**src/rtl/backoff_pkg.sv**
```systemverilog
package backoff_pkg;

  typedef enum logic [1:0] {
    BO_IDLE  = 2'd0,
    BO_ARMED = 2'd1,
    BO_STALL = 2'd2
  } bo_state_e;

endpackage

```
**src/rtl/backoff_fsm.sv**
```systemverilog
module backoff_fsm
  import backoff_pkg::*;
(
  input  logic clk,
  input  logic rst_n,
  input  logic seq_start_i,
  input  logic cas_fail_i,
  input  logic cas_ok_i,
  input  logic stall_done_i,
  output logic load_o,
  output logic issue_o,
  output logic finish_o,
  output logic stall_go_o,
  output logic retry_ok_o
);

  bo_state_e state_q, state_d;
  logic      go_q, ok_q;

  // next-state and control decode; start outranks success, success outranks the rest
  always_comb begin
    state_d  = state_q;
    load_o   = 1'b0;
    issue_o  = 1'b0;
    finish_o = 1'b0;
    if (seq_start_i) begin
      load_o  = 1'b1;
      state_d = BO_ARMED;
    end else if (cas_ok_i) begin
      state_d = BO_IDLE;
    end else begin
      unique case (state_q)
        BO_ARMED: begin
          if (cas_fail_i) begin
            issue_o = 1'b1;
            state_d = BO_STALL;
          end
        end
        BO_STALL: begin
          if (stall_done_i) begin
            finish_o = 1'b1;
            state_d  = BO_ARMED;
          end
        end
        default: state_d = state_q;
      endcase
    end
  end

  always_ff @(posedge clk or negedge rst_n) begin
    if (!rst_n) begin
      state_q <= BO_IDLE;
      go_q    <= 1'b0;
      ok_q    <= 1'b0;
    end else begin
      state_q <= state_d;
      go_q    <= issue_o;
      ok_q    <= finish_o;
    end
  end

  assign stall_go_o = go_q;
  assign retry_ok_o = ok_q;

endmodule

```
**src/rtl/backoff_count.sv**
```systemverilog
module backoff_count #(
  parameter int unsigned CEIL  = 4096,
  parameter int unsigned CNT_W = 14
) (
  input  logic             clk,
  input  logic             rst_n,
  input  logic             load_i,
  input  logic             dbl_i,
  output logic [CNT_W-1:0] count_o
);

  localparam logic [CNT_W-1:0] CEIL_V = CNT_W'(CEIL);

  logic [CNT_W-1:0] count_q, count_d;
  logic             count_en;
  logic             past_ceil;

  assign past_ceil = (count_q > CEIL_V);
  assign count_en  = load_i | (dbl_i & ~past_ceil);

  always_comb begin
    if (load_i) count_d = CNT_W'(1);
    else        count_d = count_q << 1;
  end

  always_ff @(posedge clk or negedge rst_n) begin
    if (!rst_n)        count_q <= CNT_W'(1);
    else if (count_en) count_q <= count_d;
  end

  assign count_o = count_q;

endmodule

```
**src/rtl/backoff_scale.sv**
```systemverilog
module backoff_scale #(
  parameter int unsigned CNT_W   = 14,
  parameter int unsigned SHIFT   = 7,
  parameter int unsigned PAUSE_W = CNT_W + SHIFT
) (
  input  logic               clk,
  input  logic               rst_n,
  input  logic               issue_i,
  input  logic [CNT_W-1:0]   count_i,
  output logic [PAUSE_W-1:0] len_o
);

  logic [PAUSE_W-1:0] len_q, len_d;

  assign len_d = PAUSE_W'(count_i) << SHIFT;

  always_ff @(posedge clk or negedge rst_n) begin
    if (!rst_n)       len_q <= '0;
    else if (issue_i) len_q <= len_d;
  end

  assign len_o = len_q;

endmodule

```
**src/rtl/backoff_seq.sv**
```systemverilog
module backoff_seq #(
  parameter int unsigned CEIL      = 4096,
  parameter int unsigned SHIFT     = 7,
  parameter int unsigned SYNC_DEPTH = 2,
  localparam int unsigned CNT_W    = $clog2(CEIL) + 2,
  localparam int unsigned PAUSE_W  = CNT_W + SHIFT
) (
  input  logic               clk,
  input  logic               rst_n,
  input  logic               seq_start_i,
  input  logic               cas_fail_i,
  input  logic               cas_ok_i,
  input  logic               stall_done_i,
  output logic               stall_go_o,
  output logic [PAUSE_W-1:0] stall_len_o,
  output logic               retry_ok_o
);

  logic [SYNC_DEPTH-1:0] rst_pipe_q;
  logic                  rst_sync_n;
  logic                  load, issue, finish;
  logic [CNT_W-1:0]      count;

  // asynchronous assertion, synchronous release
  always_ff @(posedge clk or negedge rst_n) begin
    if (!rst_n) rst_pipe_q <= '0;
    else        rst_pipe_q <= {rst_pipe_q[SYNC_DEPTH-2:0], 1'b1};
  end
  assign rst_sync_n = rst_pipe_q[SYNC_DEPTH-1];

  backoff_fsm u_fsm (
    .clk          (clk),
    .rst_n        (rst_sync_n),
    .seq_start_i  (seq_start_i),
    .cas_fail_i   (cas_fail_i),
    .cas_ok_i     (cas_ok_i),
    .stall_done_i (stall_done_i),
    .load_o       (load),
    .issue_o      (issue),
    .finish_o     (finish),
    .stall_go_o   (stall_go_o),
    .retry_ok_o   (retry_ok_o)
  );

  backoff_count #(.CEIL(CEIL), .CNT_W(CNT_W)) u_count (
    .clk     (clk),
    .rst_n   (rst_sync_n),
    .load_i  (load),
    .dbl_i   (finish),
    .count_o (count)
  );

  backoff_scale #(.CNT_W(CNT_W), .SHIFT(SHIFT), .PAUSE_W(PAUSE_W)) u_scale (
    .clk     (clk),
    .rst_n   (rst_sync_n),
    .issue_i (issue),
    .count_i (count),
    .len_o   (stall_len_o)
  );

endmodule

```
**config.mk**
```make
export PLATFORM = sky130hd
export DESIGN_NAME = backoff_seq
export DESIGN_NICKNAME = d
export VERILOG_FILES = /design/src/rtl/backoff_pkg.sv /design/src/rtl/backoff_fsm.sv /design/src/rtl/backoff_count.sv /design/src/rtl/backoff_scale.sv /design/src/rtl/backoff_seq.sv
export SDC_FILE = /design/constraint.sdc
export NUM_CORES = 1
export LEC_CHECK = 0
export BUFFER_PORTS_ARGS = -buffer_cell sky130_fd_sc_hd__buf_2
export CAP_MARGIN = 0
export CORE_ASPECT_RATIO = 1.25
export CORE_MARGIN = 5
export CORE_UTILIZATION = 40
export DETAILED_ROUTE_END_ITERATION = 7
export MAX_ROUTING_LAYER = met4
export PLACE_DENSITY = 0.73
export SYNTH_ARGS = -nofsm -noshare
export SYNTH_HDL_FRONTEND = slang
export SYNTH_SLANG_ARGS = --single-unit
```
**constraint.sdc**
```tcl
create_clock -name clk -period 1.4 [get_ports clk]
set_input_delay 0.21 -clock clk [delete_from_list [all_inputs] [get_ports clk]]
set_output_delay 0.21 -clock clk [all_outputs]
set_load 0.1 [all_outputs]
```
* Word-level counts from Yosys, hierarchy flattened
Index checks and enable logic that the tools add are counted.
Storage, ports and cells: latch bits 0, memories 0, memory bits (writable) 0, bits in registers 34, output and inout port bits 23, memory bits (read-only) 0
Cells by class: divide/modulo/power cells 0, shift operators 0, equality and inequality tests 4, muxes and demuxes 15, $add $sub $neg 0, bitwise gates (word level) 3, multiply operators 0, reductions and logical operators 2, order comparisons 1
Operator list (count):
- $gt A14 B13 Y1 const B | 1
- $mux W14 | 1
- $mux W1 | 9
- $mux W2 | 4
- $ne A4 B4 Y1 const B | 2
- $pmux W2 S2 | 1
- $reduce_bool A4 Y1 | 1
- $reduce_and A3 Y1 | 1
- $eq A2 B1 Y1 const B | 1
- $eq A2 B2 Y1 const B | 1
- $and A1 B1 Y1 | 1
- $not A1 Y1 | 1
- $or A1 B1 Y1 | 1

* Longest topological paths before layout
Gate-level depths: netlist of run 1.
depth in word-level cells 6, mapped depth 7, mapped depth without buffers 7

* By module
From an unflattened synthesis of run 1, not the netlist that was laid out.
Second synthesis, totals: cells, all modules 112, area total of the unflattened synthesis 1457.6 um^2
Modules (own cells, without submodules):
- backoff_count | sequential area each 351.6 um^2, instances 1, area an instance 614.3 um^2, cells each 52
- backoff_scale | sequential area each 350.3 um^2, instances 1, area an instance 575.6 um^2, cells each 37
- backoff_fsm | sequential area each 100.1 um^2, instances 1, area an instance 214.0 um^2, cells each 20
- backoff_seq | sequential area each 50.0 um^2, instances 1, area an instance 53.8 um^2, cells each 3

* Worst setup path before layout of run 1
Ideal clock, no wire load.
path kind reg2reg, from register u_fsm.state_q[1], to register u_scale.len_q[10] (netlist: u_scale.len_o[10]), stages on the path, launching flop included 7, arrival time 1.492 ns, data required time 1.275 ns, period minus slack after synthesis 1.618 ns, path slack -0.218 ns, buffers on the path 1, path through dfrtp_1 -> inv_1 -> ha_1 -> nand2_1 -> nor3_2 -> buf_4 -> mux2_2
On the way: cells in the longest elaborated chain, start to end 4
Ends and longest elaborated chain:
- start, declared | line backoff_fsm.sv:17 | bo_state_e state_q, state_d;
- start signal, assigned | line backoff_fsm.sv:56 | state_q <= state_d;
- $eq A2 B1 Y1 | line backoff_fsm.sv:32 | unique case (state_q)
- $mux W1 | line backoff_fsm.sv:32
- $mux W1 | line backoff_fsm.sv:29 | end else if (cas_ok_i) begin
- $mux W1 | line backoff_fsm.sv:26 | if (seq_start_i) begin
- net issue | line backoff_seq.sv:21 | logic load, issue, finish;
- end signal, assigned | line backoff_scale.sv:19 | else if (issue_i) len_q <= len_d;
- end, declared | line backoff_scale.sv:13 | logic [PAUSE_W-1:0] len_q, len_d;
The timed path passes the listed nets, and every way through them passes these cells. A chain may end at the register's enable or synchronous reset.

* Worst setup path after layout of run 1
from register u_fsm.state_q[1], to register u_fsm.state_q[0]
On the way: cells in the longest elaborated chain, start to end 4, elaborated cells on any way between the ends 9
Ends and longest elaborated chain (line):
- $eq A2 B2 Y1 / $eq A2 B1 Y1 (equally long branches) | backoff_fsm.sv:32
- $pmux W2 S2 | backoff_fsm.sv:32
- $mux W2 | backoff_fsm.sv:29
- $mux W2 | backoff_fsm.sv:26
Several ways; a longest one is shown, not always the timed one.

==> results of run 1 <==
==> power groups by stage <==
| stage | Clock, mW | Combinational [mW] | Sequential, mW |
|---|---|---|---|
| 2_1_floorplan | 0 | 0.157 | 1.06 |
| 3_3_place_gp | 0 | 0.223 | 1.02 |
| 3_5_place_dp | 0 | 0.230 | 1.02 |
| 4_1_cts | 0.695 | 0.252 | 1.00 |
| 5_1_grt | 0.752 | 0.294 | 1.01 |
| 6_report | 0.675 | 0.278 | 1.01 |
==> metal layers <==
metal | wire [microns] | vias up | GRT usage, %
met4 | 76 | 0 | 7.484
met2 | 1593 | 21 | 22.56
met5 | 0 | - | -
met1 | 1279 | 504 | 14.41
li1 | - | 460 | -
met3 | 146 | 6 | 5.409
==> kinds of logic after synthesis <==
kind of cell    Yosys count  synth area share [%]
flops                    34                 59.74
simple gates             23                 10.18
compound gates           20                 10.70
buf+inv                  15                 6.053
mux                      14                 11.05
fa+ha+maj                 2                 1.754
other cells               2                0.5265
==> state kept, by name, indices dropped and copies added (netlist names) <==
register,cells
u_fsm.stall_go_o,1
u_fsm.state_q,2
u_count.count_o,14
u_fsm.retry_ok_o,1
rst_pipe_q,2
u_scale.len_o,14
==> critical path: stages (launching register included) <==
cell     delay (ns)
dfrtp_1        0.38
buf_4          0.15
ha_4           0.23
a211o_1        0.26
and2_4         0.16
o31ai_4        0.23
==> through the flow <==
step | TNS [ns] | area, sq um | total power, mW | util [%]
after detailed placement | -2.865 | 1679 | 1.251 | 48.62
after global routing | -3.528 | 1929 | 2.052 | 55.87
after global placement | -1.397 | 1679 | 1.243 | 48.62
after CTS | -1.332 | 1842 | 1.951 | 53.33
after floorplan | -1.647 | 1464 | 1.221 | -
final | -1.201 | 1929 | 1.959 | 55.87
==> final timing paths <==
check | startpoint | to | cells past startpoint
min in group asynchronous | rst_n | rst_pipe_q[1] | 2
max reg2reg | u_fsm.state_q[1] | u_fsm.state_q[0] | 5
min | cas_ok_i | u_fsm.state_q[0] | 2
max | u_fsm.state_q[1] | u_fsm.state_q[0] | 5
max in group asynchronous | rst_pipe_q[1] | u_count.count_o[0] | 1
min reg2reg | rst_pipe_q[1] | u_scale.len_o[10] | 1
==> repair_timing <==
| action | in CTS | in global routing |
|---|---|---|
| pin swaps | 9 | 10 |
| gates resized for setup | 9 | 21 |
| hold endpoints to repair | 2 | 0 |
| hold buffers | 1 | 0 |
| gates cloned | 0 | 0 |
| buffers inserted | 3 | 0 |
| setup endpoints to repair | 28 | 30 |
==> placed cells by master, fill, tap and decap left out, types with 2 or more instances in the layout <==
cell	Yosys	layout
nor3_4	1	2
buf_2	0	21
nor4_2	0	3
ha_4	0	2
mux2_4	0	12
conb_1	2	8
mux2_2	14	2
a22o_1	7	7
dfrtp_1	33	33
clkbuf_8	0	5
clkinv_2	0	2
inv_1	7	5
nand2_1	11	10
o21ai_0	5	5
buf_4	8	16
inv_2	0	2
==> cells in the mapped netlist (2+ instances only) <==
cell and n:
a22o_1 7, inv_1 7, buf_4 8, mux2_2 14
nand2_1 11, dfrtp_1 33, o21ai_0 5, nor4_1 3
conb_1 2, nor3_1 2, ha_1 2
==> layout make-up <==
class | instances | area [sq um] | area share (%)
clock inverters | 2 | 10.01 | 0.5188
well taps | 39 | 48.80 | 2.529
repair buffers | 40 | 266.5 | 13.81
multi-input cells | 67 | 653.1 | 33.85
flip-flops and latches | 34 | 852.1 | 44.16
inverters | 7 | 26.28 | 1.362
clock buffers | 6 | 72.57 | 3.761
==> results.yml, run 1 <==
min_path:
  worstHoldPathType: "input pin to flip-flop"
placement:
  gp_congestion: 0.8071
  place_hpwl_microns: 2117
  place_ws_ns: -0.1682
  port_buffers: 21
  dpl.cell_count: 183
power:
  power_frac_comb_pct: 14.2
  p_per_area_mw_per_mm2: 1015
  switchingPower_mw: 0.5459
  internal_power_mw: 1.413
  ir_worst_vdd_uv: 913.2
  seqPwrFrac_pct: 51.3
  p_leak_nw: 0.9872
  switching_share_pct: 27.87
  pwr-share-clk_pct: 34.5
sta:
  max_freq_mhz: 669.3
  fin_crit_sh_pct: 106.7
  hold_violations: 0
  tightest_slew_ns: 0.5528
  rsz0062_at_grt: "yes"
  relSlewSlack_pct: 62.92
  setup_slack_ns: -0.09409
  holdWs_ns: 0.1918
  fin_worst_skew_ns: 0.006256
  setup_viol: 29
  slew_violations: 0
  fin_crit_ns: 1.494
die:
  start_util_pct: 41.30
  io-pin-count: 29
  coreArea_sq_mm: 0.003453
  rows: 24
  die_h_microns: 76.77
  die_x_microns: 63.41
  dieArea_sq_mm: 0.004868
logic_synthesis:
  synthCells: 110
  synth_warnings: 0
  synth_top_cell_by_area: "dfrtp_1"
  ys_types: 27
  synth_edf_count: 0
  ys_top_cells_by_area: "dfrtp_1 (58%), mux2_2 (11%), a22o_1 (4.3%), buf_4 (4.2%), nand2_1 (2.9%)"
  ys_seq_area_share_pct: 59.74
  avgSynthCellArea_sq_um: 12.97
  synth_ff_type: "dfrtp_1"
  synth_area_sq_mm: 0.001426
  async_flop_share_pct: 100.0
  netlist.area_leader.share_pct: 57.89
  ys_ff_latch: 34
final_layout:
  drive_gt1_share_pct: 50.64
  area_growth_syn_to_layout_pct: 35.26
  fin_cells: 195
  nets: 163
  nFillCells: 279
  diodes: 0
cts:
  cts_root_buf: "clkbuf_8"
  cts_buffer_depth: 2
  cts_buffers: 5
  cts_tree: "built"
  cts_sinks: 34
  cts.clk_slew.worst_paths_ns: 0.06
  clock_latency_ns: 0.29
  htree_levels: 2
setup_path:
  critical_path_class: "flip-flop to flip-flop"
  required_ns: 1.59
  crit_arrival_ns: 1.69
  endpoint_kind: "flip-flop"
  start_kind: "flip-flop"
  crit_fanout: 2
  ff2ff_setup_slack_ns: -0.09
job:
  maxCapViolations: 0
global_routing:
  grt_max_degree: 33
  grt_first_pass_wirelength_microns: 5037
  antenna_found_initial: 0
  grt_pass1_vias: 1083
  gr-total-overflow: 0
  grtUsageTotal_pct: 13.95
routing:
  drt-pass1-iter-count: 4
  initialDrtViolationCount: 33
  vias: 991
  drt-wirelength-per-cell_microns: 15.87
  drc: 0
  antenna_left: 0
  wirelength_microns: 3095
  vias_per_cell: 5.082
outcome:
  violations: "negative setup slack"
  outcome: "complete, but fails checks"
Note: power is estimated with default switching activity, not from simulation.
==> run 2: changes to the inputs <==
CTS_BUF_LIST = sky130_fd_sc_hd__clkbuf_2 sky130_fd_sc_hd__clkbuf_4 sky130_fd_sc_hd__clkbuf_8   (was unset)
==> run 2 against run 1 <==
The flow still finishes with violations (negative setup slack). Non-clock buffer count unchanged. Register-to-register slack is essentially flat. Clock skew decreased by 0.0015 ns. Fmax about the same. Clock-buffer cell count unchanged. Cell area increased by 0.19%. Core utilization is 0.11 points higher. Largest power group unchanged.
==> results.yml, run 2 (synthesized netlist as in run 1, its figures left out) <==
die:
  coreArea_sq_mm: 0.003453
  die_x_microns: 63.41
  dieArea_sq_mm: 0.004868
  start_util_pct: 41.30
  io-pin-count: 29
  die_h_microns: 76.77
  rows: 24
outcome:
  violations: "negative setup slack"
  outcome: "complete, but fails checks"
setup_path:
  critical_path_class: "flip-flop to flip-flop"
  endpoint_kind: "flip-flop"
  crit_arrival_ns: 1.69
  required_ns: 1.59
  crit_fanout: 2
  start_kind: "flip-flop"
  critPathMaxStageDelay_ns: 0.38
  cp_num_buf_inv: 1
  crit_family: "compound AO/OA/AOI/OAI gates"
  crit_path_cell_trace: "buf_4, ha_4, a211o_1, and2_4, o31ai_4"
  slowest_stage: "dfrtp_1"
job:
  maxCapViolations: 0
sta:
  rsz0062_at_grt: "yes"
  relSlewSlack_pct: 62.92
  tns_ns: -1.185
  max_freq_mhz: 669.3
  tightest_slew_ns: 0.5528
  fin_crit_ns: 1.494
  setup_slack_ns: -0.09409
  setup_viol: 29
  fin_worst_skew_ns: 0.004780
  fin_crit_sh_pct: 106.7
  hold_violations: 0
  slew_violations: 0
power:
  pwr-share-clk_pct: 35.0
  internal_power_mw: 1.432
  seqPwrFrac_pct: 50.9
  switching_share_pct: 27.51
  ir_worst_vdd_uv: 912.0
  p_per_area_mw_per_mm2: 1022
  power_frac_comb_pct: 14.1
  switchingPower_mw: 0.5435
  p_total_mw: 1.976
  p_leak_nw: 0.9906
routing:
  wirelength_microns: 3086
  drt-pass1-iter-count: 4
  drc: 0
  drt-wirelength-per-cell_microns: 15.83
  vias_per_cell: 5.077
  antenna_left: 0
  initialDrtViolationCount: 27
  vias: 990
cts:
  cts.clk_slew.worst_paths_ns: 0.06
  cts_root_buf: "clkbuf_8"
  cts_buffers: 5
  cts_sinks: 34
  htree_levels: 2
  cts_tree: "built"
  clock_latency_ns: 0.28
  cts_buffer_depth: 2
final_layout:
  final_common_cell: "dfrtp_1"
  nFillCells: 278
  drive_gt1_share_pct: 51.28
  area_growth_syn_to_layout_pct: 35.53
  layout_common_cells: "dfrtp_1 (33), buf_2 (21), buf_4 (16), mux2_4 (12), nand2_1 (10)"
  nets: 163
  post-route-util_pct: 55.98
  diodes: 0
global_routing:
  grtUsageTotal_pct: 13.95
  grt_pass1_vias: 1083
  grt_max_degree: 33
  gr-total-overflow: 0
  antenna_found_initial: 0
  grt_first_pass_wirelength_microns: 5037
placement:
  gp_congestion: 0.8071
  place_ws_ns: -0.1682
  place_hpwl_microns: 2117
  port_buffers: 21
min_path:
  worstHoldPathType: "input pin to flip-flop"
-- run 2: cell counts in the layout (fill, tap and decap cells not counted) --
Identical to the previous run, type by type.
-- run 2: routing by layer --
layer  wire, microns  GRT usage (%)
met5               0              -
met4              76          7.484
met3             144          5.409
met2            1596          22.56
met1            1269          14.41
-- run 2: final timing paths --
path	start	end	slack, ns	depth (start not counted)
min in group asynchronous	rst_n	rst_pipe_q[1]	0.23	2
max in group asynchronous	rst_pipe_q[1]	u_count.count_o[0]	0.78	1
setup reg to reg	u_fsm.state_q[1]	u_fsm.state_q[0]	-0.09	5
hold reg to reg	rst_pipe_q[1]	u_scale.len_o[10]	0.30	1
hold / removal	cas_ok_i	u_fsm.state_q[0]	0.19	2
setup / recovery	u_fsm.state_q[1]	u_fsm.state_q[0]	-0.09	5
-- run 2: power groups by stage --
| stage | sequential [mW] | combinational, mW | clock (mW) |
|---|---|---|---|
| global placement | 1.02 | 0.223 | 0 |
| floorplan | 1.06 | 0.157 | 0 |
| finish | 1.01 | 0.278 | 0.692 |
| global route | 1.01 | 0.294 | 0.772 |
| CTS | 1.00 | 0.252 | 0.716 |
| detailed placement | 1.02 | 0.230 | 0 |
-- run 2: area by class of cell --
class                      instances  area (sq um)  share of cell area, %
multi-input combinational         67         653.1                  33.79
inverter                           7         26.28                  1.359
sequential                        34         852.1                  44.08
timing repair buffer              40         266.5                  13.79
tap                               39         48.80                  2.524
clock buffer                       6         76.32                  3.948
clock inverter                     2         10.01                 0.5178
-- run 2: metrics by stage --
step | hold slack (ns) | instance area [sq um] | instances
after floorplan | -0.08559 | 1464 | 116
after global placement | -0.005036 | 1679 | 183
after detailed placement | 0.003219 | 1679 | 183
after CTS | 0.1605 | 1846 | 195
after global routing | 0.1797 | 1933 | 195
final | 0.1916 | 1933 | 195
-- run 2: worst reg2reg max path, delay by kind of cell, from the launching register on --
family / cells / cell delay [ns]
buffers and inverters: 1 / 0.15
AO/OA/AOI/OAI: 2 / 0.49
flip-flops: 1 / 0.38
adder cells (fa/ha/maj): 1 / 0.23
AND/OR/NAND/NOR: 1 / 0.16
-- run 2: what timing repair did --
item / CTS / global route
resized for setup: 9 / 21
endpoints found under the setup margin: 28 / 30
pin swaps: 9 / 10
hold buffers: 1 / 0
hold endpoints to repair: 2 / 0
buffers inserted: 3 / 0
==> run 3: changes to the inputs <==
clock period = 1.9 ns   (was 1.4 ns; I/O delays follow)
==> run 3 against run 2 <==
The run now ends clean. Setup slack better by 0.43 ns. Cell area down 14%. Sequential power fell by 27%. Largest cell class unchanged. Largest power group unchanged.
==> results.yml, run 3 (synthesized netlist as in run 1, its figures left out) <==
outcome:
  outcome: "finished clean"
global_routing:
  grt_use_met2_pct: 20.02
  grt_max_degree: 33
  grt_pass1_vias: 968
  met1_usage_pct: 12.25
  use_met3_pct: 4.825
  antenna_found_initial: 0
  grt_first_pass_wirelength_microns: 4485
  grt_busiest_layer: "met2"
  gr-total-overflow: 0
  grtUsageTotal_pct: 12.12
cts:
  cts.clk_slew.worst_paths_ns: 0.06
  cts_root_buf: "clkbuf_8"
  htree_levels: 2
  cts_tree: "built"
  ctsResizeCount: 0
  postCtsSetupBuffers: 0
  cts_buffers: 5
  cts_sinks: 34
  cts_buffer_depth: 2
  clock_latency_ns: 0.28
  hold_buffers: 1
power:
  ir_worst_vdd_uv: 583.8
  p_per_area_mw_per_mm2: 865.5
  p_leak_nw: 0.8804
final_layout:
  nFillCells: 311
  diodes: 0
  layout_common_cells: "dfrtp_1 (33), buf_2 (21), mux2_2 (14), nand2_1 (11), conb_1 (8)"
  fin_area_sq_mm: 0.001670
  drive_gt1_share_pct: 36.88
  final_common_cell: "dfrtp_1"
  regArea_sq_um: 852.1
  area_growth_syn_to_layout_pct: 17.11
  multi_input_area_sq_um: 510.5
  nets: 148
setup_path:
  critPathLaunch: "u_fsm.state_q[0]"
  crit_arrival_ns: 1.79
  endpoint_kind: "flip-flop"
  start_kind: "flip-flop"
  crit_path_cell_trace: "inv_1, ha_1, nand4bb_4, nor2_1, a21boi_2, a22o_1"
  crit_end: "u_count.count_o[4]"
  critical_path_class: "flip-flop to flip-flop"
  required_ns: 2.12
  ff2ff_setup_slack_ns: 0.33
  critPathMaxStageDelay_ns: 0.38
  crit_fanout: 7
  slowest_stage: "dfrtp_1"
  rr_endpoint: "u_count.count_o[4]"
  regToRegStartpoint: "u_fsm.state_q[0]"
  reg2regPathDepth: 6
sta:
  setup_viol: 0
  slew_violations: 0
  fin_crit_ns: 1.566
  fin_worst_skew_ns: 0.002518
  hold_violations: 0
  fin_crit_sh_pct: 82.42
  tns_ns: 0
  rsz0062_at_grt: "no"
  max_freq_mhz: 638.6
die:
  die_x_microns: 63.41
  rows: 24
  coreArea_sq_mm: 0.003453
  die_h_microns: 76.77
  start_util_pct: 41.30
  io-pin-count: 29
  dieArea_sq_mm: 0.004868
placement:
  port_buffers: 21
  gp_congestion: 0.8520
  place_hpwl_microns: 1888
  post_dp_cell_area_sq_mm: 0.001565
routing:
  vias: 925
  drt-wirelength-per-cell_microns: 14.43
  vias_per_cell: 5.139
  antenna_left: 0
  initialDrtViolationCount: 25
  wirelength_microns: 2598
  drc: 0
  drt-pass1-iter-count: 4
min_path:
  worstHoldPathType: "input pin to flip-flop"
job:
  maxCapViolations: 0
## run 3: changes by cell type in the layout (fill, tap and decap cells not counted), sizes merged
cell,previous run,this run
buf,39,24
clkbuf,6,7
clkinv,2,1
## run 3: routing by layer
layer / vias to the layer above / wire [microns]
met5: - / 0
met4: 0 / 52
met3: 4 / 148
met2: 27 / 1385
met1: 462 / 1012
li1: 432 / -
## run 3: through the flow
step	hold slack (ns)	worst slack (ns)	instances	util (%)	power, mW
global placement	0.06982	0.3920	171	45.33	0.9081
detailed placement	0.07502	0.3258	171	45.33	0.9146
finish	0.2204	0.3340	180	48.37	1.446
floorplan	-0.01059	0.2824	116	-	0.8962
global route	0.2150	0.2172	180	48.37	1.523
CTS	0.2140	0.3162	180	48.37	1.466
## run 3: worst min path at each step
stage                     cells after the start     start  slack (ns)                to
after floorplan                               0     rst_n       -0.01     rst_pipe_q[0]
after global placement                        1     rst_n        0.07     rst_pipe_q[1]
after detailed placement                      1     rst_n        0.08     rst_pipe_q[0]
after CTS                                     2  cas_ok_i        0.21  u_fsm.state_q[1]
after global routing                          2  cas_ok_i        0.22  u_fsm.state_q[1]
final                                         2  cas_ok_i        0.22  u_fsm.state_q[1]
## run 3: power by group
| part | internal (mW) | switching [mW] | leakage (nW) |
|---|---|---|---|
| Sequential | 0.734 | 0.00522 | 0.458 |
| Clock | 0.306 | 0.237 | 0.0517 |
| Combinational | 0.0310 | 0.132 | 0.370 |
## run 3: cell type report
type	instances	share of cell area, %
flip-flops and latches	34	51.01
multi-input cells	67	30.56
clock buffers	7	5.393
clock inverters	1	0.2996
inverters	7	1.573
repair buffers	25	8.240
well taps	39	2.921
## run 3: worst max-delay path: cells and delay by family (launching register included)
family | cells | cell delay, ns
compound gates | 2 | 0.51
flops | 1 | 0.38
simple gates | 2 | 0.31
fa+ha+maj | 1 | 0.22
buf+inv | 1 | 0.08
